[src/rtl/srwp_pkg.sv]
package srwp_pkg;
    typedef enum logic [1:0] {
        ST_IDLE     = 2'd0,
        ST_ARR_PROG = 2'd1,
        ST_STS_PROG = 2'd2
    } srwp_state_e;

    localparam int SB_LOCK  = 7;
    localparam int SB_BP_HI = 3;
    localparam int SB_BP_LO = 2;
    localparam int SB_WEL   = 1;
    localparam int SB_BUSY  = 0;
endpackage

[src/rtl/srwp_region_cmp.sv]
module srwp_region_cmp #(
    parameter int ADDR_W = 13
) (
    input  logic [1:0]        bp,
    input  logic [ADDR_W-1:0] addr,
    output logic              hit
);
    localparam int TOP = ADDR_W - 1;

    always_comb begin
        unique case (bp)
            2'b00:   hit = 1'b0;
            2'b01:   hit = (addr[TOP -: 2] == 2'b11);
            2'b10:   hit = addr[TOP];
            default: hit = 1'b1;
        endcase
    end

    always_comb begin
        if (bp == 2'b00) AST_NONE_NO_HIT: assert (!hit);
    end
endmodule

[src/rtl/srwp_nv_bits.sv]
module srwp_nv_bits (
    input  logic       clk,
    input  logic       por_n,
    input  logic       commit,
    input  logic       new_lock,
    input  logic [1:0] new_bp,
    output logic       lock_en,
    output logic [1:0] bp
);
    always_ff @(posedge clk) begin
        if (!por_n) begin
            lock_en <= 1'b0;
            bp      <= 2'b00;
        end else if (commit) begin
            lock_en <= new_lock;
            bp      <= new_bp;
        end
    end
endmodule

[src/rtl/srwp_unit.sv]
module srwp_unit #(
    parameter int ADDR_W = 13
) (
    input  logic              clk,
    input  logic              por_n,
    input  logic              soft_rst_n,
    input  logic              wp_n,
    input  logic              set_wel,
    input  logic              clr_wel,
    input  logic              wr_req,
    input  logic [ADDR_W-1:0] wr_addr,
    input  logic              sr_req,
    input  logic [7:0]        sr_data,
    input  logic              prog_done,
    output logic              grant_wr,
    output logic              deny_wr,
    output logic              grant_sr,
    output logic              deny_sr,
    output logic              busy,
    output logic [7:0]        status_byte
);
    import srwp_pkg::*;

    srwp_state_e state, state_nx;
    logic        vrst;
    logic        wel;
    logic        lock_en;
    logic [1:0]  bp;
    logic        pend_lock;
    logic [1:0]  pend_bp;
    logic        prot_hit;
    logic        sr_locked;
    logic        commit;

    assign vrst      = !por_n || !soft_rst_n;
    assign sr_locked = lock_en && !wp_n;
    assign busy      = (state != ST_IDLE);

    srwp_region_cmp #(.ADDR_W(ADDR_W)) u_cmp (
        .bp   (bp),
        .addr (wr_addr),
        .hit  (prot_hit)
    );

    srwp_nv_bits u_nv (
        .clk      (clk),
        .por_n    (por_n),
        .commit   (commit),
        .new_lock (pend_lock),
        .new_bp   (pend_bp),
        .lock_en  (lock_en),
        .bp       (bp)
    );

    // state register
    always_ff @(posedge clk) begin
        if (vrst) state <= ST_IDLE;
        else      state <= state_nx;
    end

    // next state and strobes
    always_comb begin
        state_nx = state;
        grant_wr = 1'b0;
        deny_wr  = 1'b0;
        grant_sr = 1'b0;
        deny_sr  = 1'b0;
        commit   = 1'b0;
        unique case (state)
            ST_IDLE: begin
                if (sr_req) begin
                    if (wel && !sr_locked) begin
                        grant_sr = 1'b1;
                        state_nx = ST_STS_PROG;
                    end else begin
                        deny_sr = 1'b1;
                    end
                end
                if (wr_req) begin
                    if (!sr_req && wel && !prot_hit) begin
                        grant_wr = 1'b1;
                        state_nx = ST_ARR_PROG;
                    end else begin
                        deny_wr = 1'b1;
                    end
                end
            end
            ST_ARR_PROG: begin
                deny_wr = wr_req;
                deny_sr = sr_req;
                if (prog_done) state_nx = ST_IDLE;
            end
            ST_STS_PROG: begin
                deny_wr = wr_req;
                deny_sr = sr_req;
                if (prog_done) begin
                    state_nx = ST_IDLE;
                    commit   = 1'b1;
                end
            end
            default: state_nx = ST_IDLE;
        endcase
    end

    // write-enable latch
    always_ff @(posedge clk) begin
        if (vrst) begin
            wel <= 1'b0;
        end else if (state != ST_IDLE) begin
            if (prog_done) wel <= 1'b0;
        end else if (clr_wel) begin
            wel <= 1'b0;
        end else if (set_wel) begin
            wel <= 1'b1;
        end
    end

    // pending protection fields of a granted status write
    always_ff @(posedge clk) begin
        if (!por_n) begin
            pend_lock <= 1'b0;
            pend_bp   <= 2'b00;
        end else if (grant_sr) begin
            pend_lock <= sr_data[SB_LOCK];
            pend_bp   <= sr_data[SB_BP_HI:SB_BP_LO];
        end
    end

    always_comb begin
        status_byte          = 8'h00;
        status_byte[SB_LOCK] = lock_en;
        status_byte[SB_BP_HI:SB_BP_LO] = bp;
        status_byte[SB_WEL]  = wel;
        status_byte[SB_BUSY] = busy;
    end

    AST_GRANT_NEEDS_WEL: assert property (@(posedge clk) disable iff (vrst)
        (grant_wr || grant_sr) |-> wel);
    AST_NO_PROT_GRANT: assert property (@(posedge clk) disable iff (vrst)
        grant_wr |-> !prot_hit);
    AST_LOCK_BLOCKS_SR: assert property (@(posedge clk) disable iff (vrst)
        grant_sr |-> !(lock_en && !wp_n));
    AST_DONE_CLEARS_WEL: assert property (@(posedge clk) disable iff (vrst)
        (busy && prog_done) |=> (!wel && !busy));
    AST_BP_HELD_IN_PROG: assert property (@(posedge clk) disable iff (vrst)
        (state == ST_STS_PROG && !prog_done) |=> $stable(bp));
    AST_BUSY_NO_GRANT: assert property (@(posedge clk) disable iff (vrst)
        busy |-> !(grant_wr || grant_sr));
    AST_ONE_GRANT: assert property (@(posedge clk) disable iff (vrst)
        $countones({grant_wr, grant_sr}) <= 1);
endmodule

[config.mk]
export PLATFORM = sky130hd
export DESIGN_NAME = srwp_unit
export DESIGN_NICKNAME = d
export VERILOG_FILES = /design/src/rtl/srwp_pkg.sv /design/src/rtl/srwp_region_cmp.sv /design/src/rtl/srwp_nv_bits.sv /design/src/rtl/srwp_unit.sv
export SDC_FILE = /design/constraint.sdc
export NUM_CORES = 1
export LEC_CHECK = 0
export CORE_AREA = 2 2 45 47
export CTS_CLUSTER_SIZE = 14
export DETAILED_ROUTE_END_ITERATION = 12
export DIE_AREA = 0 0 47 49
export PLACE_DENSITY = 0.8
export SETUP_SLACK_MARGIN = 0.05
export SYNTH_ARGS = -nofsm -noshare
export SYNTH_HDL_FRONTEND = slang
export SYNTH_SLANG_ARGS = --single-unit
[constraint.sdc]
create_clock -name clk -period 1.4 [get_ports clk]
set_input_delay 0.28 -clock clk [delete_from_list [all_inputs] [get_ports clk]]
set_output_delay 0.28 -clock clk [all_outputs]
set_load 0.02 [all_outputs]
; ---- After elaboration in Yosys (flattened, before gate mapping)
; Cells that the tools add are included.
[word_totals]
reg_bits = 9
in_bits = 30
out_inout_bits = 13
[classes]
n_eq_ne = 7
mux = 25
reduce_logical = 17
[ops]
columns = op, count
row1 = 2-to-1 mux 1 bit, 16
row2 = 2-to-1 mux 2 bit, 5
row3 = equality test 2 bit (second input constant), 3
row4 = zero test 1 bit, 6
row5 = equality test 2 x 1 -> 1 bit (second input constant), 2
row6 = logical AND 1 bit, 4
row7 = zero test 2 bit, 2
row8 = one-hot mux 1 bit (2 select lines), 2
row9 = one-hot mux 2 bit (2 select lines), 1
row10 = one-hot mux 1 bit (3 select lines), 1
row11 = nonzero test 3 bit, 1
row12 = inequality test 2 x 1 -> 1 bit (second input constant), 1
row13 = inequality test 2 bit (second input constant), 1
row14 = AND reduction 2 bit, 1
row15 = nonzero test 2 bit, 1
row16 = OR reduction 2 bit, 1
row17 = logical OR 1 bit, 1

; ---- Longest topological paths before layout
; Gate-level depths: netlist (run 1).
[depth]
ltp_word = 9
mapped_depth = 6

; ---- Hierarchy
; From an unflattened synthesis (run 1), not the netlist that was laid out.
[hier_totals]
cells_unflattened = 69
hier_area_um2 = 595.6
[by_module_without_submodules]
columns = module, n_inst, cells_each, area_each_um2
row1 = srwp_unit, 1, 57, 473.0
row2 = srwp_nv_bits, 1, 9, 108.9
row3 = srwp_region_cmp, 1, 3, 13.8

; ---- Worst setup path before layout (run 1)
; No wires, ideal clock.
[synth_path]
path_kind = flip-flop to output port
start = reg state[1]
end = out deny_sr
arrival_time_ns = 1.456
required_ns = 1.120
slack_ns = -0.336
stages_incl_launch_ff = 7
n_path_buf = 0
cell_sequence = dfxtp_1 -> inv_1 -> ha_1 -> inv_1 -> a21oi_1 -> nor2_1 -> nor3b_1
[synth_via]
elab_chain_len = 3
word_cells_on_any_way = 5
classes_between = 2 x eq/ne / 1 x mux / 2 x reduce/logical
[synth_rtl]
columns = item, line
row1 = start: declaration, srwp_unit.sv:24  ; srwp_state_e state, state_nx;
row2 = start signal: assignment, srwp_unit.sv:58  ; else state <= state_nx;
row3 = equality test 2 bit or equality test 2 x 1 -> 1 bit (tied branches), srwp_unit.sv:69  ; unique case (state)
row4 = OR reduction 2 bit (no source line), --
row5 = one-hot mux 1 bit (2 select lines) (*), srwp_unit.sv:69
row6 = end: declaration, srwp_unit.sv:18  ; output logic deny_sr,
; Every way passes the cells marked *; elsewhere a longest branch is shown, timed or not.

; ---- Final worst setup path (run 1)
[layout_path]
start = reg state[0]
end = out deny_wr
[layout_via]
elab_chain_len = 3
word_cells_on_any_way = 5
classes_between = 2 x eq/ne / 1 x mux / 2 x reduce/logical
[layout_rtl]
columns = item, line
row1 = equality test 2 bit or equality test 2 x 1 -> 1 bit (tied branches), srwp_unit.sv:69
row2 = OR reduction 2 bit (no source line), --
row3 = one-hot mux 1 bit (2 select lines) (*), srwp_unit.sv:69
row4 = end: declaration, srwp_unit.sv:16  ; output logic deny_wr,
; Marks and branches as above.

==> impl_metrics.ini, run 1 <==
[worst_setup_path]
path_cells = inv_2 -> ha_4 -> o21bai_1 -> and3b_2 -> buf_6
worstPathArrival_ns = 1.38
worstSetupEndpointType = primary output
path_class = flip-flop to primary output
critical_path_required_ns = 1.12
max_stage_delay_ns = 0.33
r2r_slack_ns = -0.14
crit_path_max_fanout = 3
cp_slowest_cell = dfxtp_2
critPathBufInv = 2
cp_top_family = flip-flops
cp-start-kind = flip-flop

[yosys]
synth_top_cell_area_share_pct = 33.33
yosys.area.top_type = dfxtp_1
ys.flop_type = dfxtp_1
synth-edff-count = 0
synth_common_cells = dfxtp_1, buf_4, nand2_1
synth_cells = 61
yosysSeqAreaShare_pct = 33.33
ys_ff_latch = 9
ys_top_cells_by_area = dfxtp_1, buf_4, ha_1
async_flop_share_pct = 0
synth.distinct_cells = 27
synth.avg_cell_area_um2 = 8.861
yosysMostFrequentCell = dfxtp_1
yosysWarnings = 0
syn_area_um2 = 540.5

[timing]
slew_viol_final = 0
fin_ws_ns = -0.2564
fmax_mhz = 603.7
setup_viol = 6
clock_skew_ns = 0.003186
finalHoldViolCount = 0
rsz0062_at_grt = yes
fin_crit_ns = 1.656
hold-worst-slack_ns = 0.4871
layout_worst_path_cycle_share_pct = 118.3

[final_layout]
stdcell_area_um2 = 1035
drive_gt1_share_pct = 49.53
final_nets = 141
final_cells = 134
diodes = 0
syn_to_final_growth_pct = 91.43

[clock_network]
htreeDepth = 1
cts_sinks = 9
cts_tree = yes
root_buffer = clkbuf_4
clock_latency_ns = 0.27
cts_hold_buf = 0
clockBufferDepth = 2
cts_made_buffers = 3
path_clk_slew_ns = 0.07

[routing]
wl_met2_um = 869
viasPerCell = 4.478
wl_met1_um = 623
final_antenna_net_count = 0
drt_iter0_drc = 1
wire_per_inst_um = 12.16
vias = 600
drtPass1Iterations = 4
dr_wl_met3_um = 108
drc = 0
routed.top_layer = met4
wl_um = 1630

[outcome]
violations = setup timing
status = finished, violations left

[floorplanning]
die_h_um = 49
die_w_um = 47
ios = 43
die-area_um2 = 2303
core-area_um2 = 1842
start_util_pct = 29.35
rows = 16

[placement]
pre_cts_ws_ns = -0.7808
place_congestion = 0.7950
dp_hpwl_um = 1199
dp.cells = 125
portBuffers = 23
dpl_cell_area_um2 = 932.1

[grt]
overflow = 0
grt_pass1_wl_um = 2484
grt_max_degree = 6
antenna_found_initial = 0
globalRouteTotalUtil_pct = 15.37
grt_pass1_vias = 590

[power_and_ir_drop]
p_leak_nw = 0.4695
peakVddDrop_v = 0.0002956
p_total_w = 0.0005974
p_per_area_nw_per_um2 = 577.3

[run]
maxCapViolations = 0

[min_path]
hold_path.class = flip-flop to flip-flop
==> flip-flops by register name (all words and copies together) (netlist names) <==
signal,count
u_nv.bp,2
wel,1
u_nv.lock_en,1
state,2
pend_bp,2
pend_lock,1
==> routing by layer <==
metal / track usage [%] / vias to the layer above
li1: - / 298
met1: 17.50 / 276
met2: 23.52 / 23
met3: 4.815 / 3
met4: 10.19 / 0
met5: 0 / -
==> final timing paths <==
| kind | from | to | cells past startpoint |
|---|---|---|---|
| worst max register to register | state[0] | state[0] | 9 |
| worst min register to register | pend_lock | u_nv.lock_en | 2 |
| worst min-delay path | pend_lock | u_nv.lock_en | 2 |
| worst max-delay path | state[0] | deny_wr | 5 |
==> final cells by class <==
cell class,count,area [um^2]
fill,161,807.0
timing repair buffer,46,412.9
multi-input combinational,44,357.8
sequential,9,183.9
tap,27,33.78
clock buffer,4,26.28
inverter,4,20.02
==> cells in the final DEF, fill, tap and decap left out, types with 2 or more instances in the layout <==
cell type | Yosys | routed
ha_1 | 3 | 2
a211oi_2 | 1 | 2
nand4_1 | 2 | 2
clkbuf_4 | 0 | 3
buf_6 | 0 | 9
nor2b_1 | 3 | 3
inv_2 | 0 | 2
nand2_1 | 6 | 5
dfxtp_2 | 0 | 3
and3_4 | 0 | 2
dfxtp_1 | 9 | 6
a21boi_0 | 3 | 2
nor2_1 | 2 | 2
dlygate4sd2_1 | 0 | 4
clkdlybuf4s15_1 | 0 | 2
nand3_1 | 4 | 4
conb_1 | 1 | 3
nand2b_4 | 1 | 2
mux2i_1 | 3 | 3
clkdlybuf4s50_1 | 0 | 9
buf_4 | 6 | 20
==> what timing repair did <==
action	in CTS	in global routing
buffers inserted	4	2
setup endpoints to repair	11	14
pin swaps	11	3
resized for setup	52	9
==> kinds of logic after synthesis <==
kind of cell	share of synthesized area, %
simple gates	26.85
buf+inv	11.11
other cells	0.6938
flops	33.33
compound gates	15.51
mux	5.556
fa+ha+maj	6.945
==> through the flow <==
stage	setup TNS (ns)	utilization, %
finish	-0.9125	56.18
global route	-1.266	56.18
CTS	-0.6950	54.89
detailed placement	-4.055	50.61
global placement	-3.993	50.61
floorplan	0	-
==> tightest hold or removal path: cells and delay by family (launching register included) <==
family	cells	cell delay, ns
DFF	1	0.31
and+or+nand+nor	1	0.06
AOI/OAI and AO/OA	1	0.07
==> power breakdown <==
part	internal, W	switching (W)	total [W]
clock network	0.000111	0.000106	0.000216
logic	0.0000713	0.0000499	0.000121
registers	0.000258	0.00000132	0.000260
Power figures use the tool's default switching activity.
==> run 2: changes to the inputs <==
- CAP_MARGIN: unset -> 20
==> results of run 2 <==
Same layout as run 1: the final DEF is identical, and so are final timing and power.
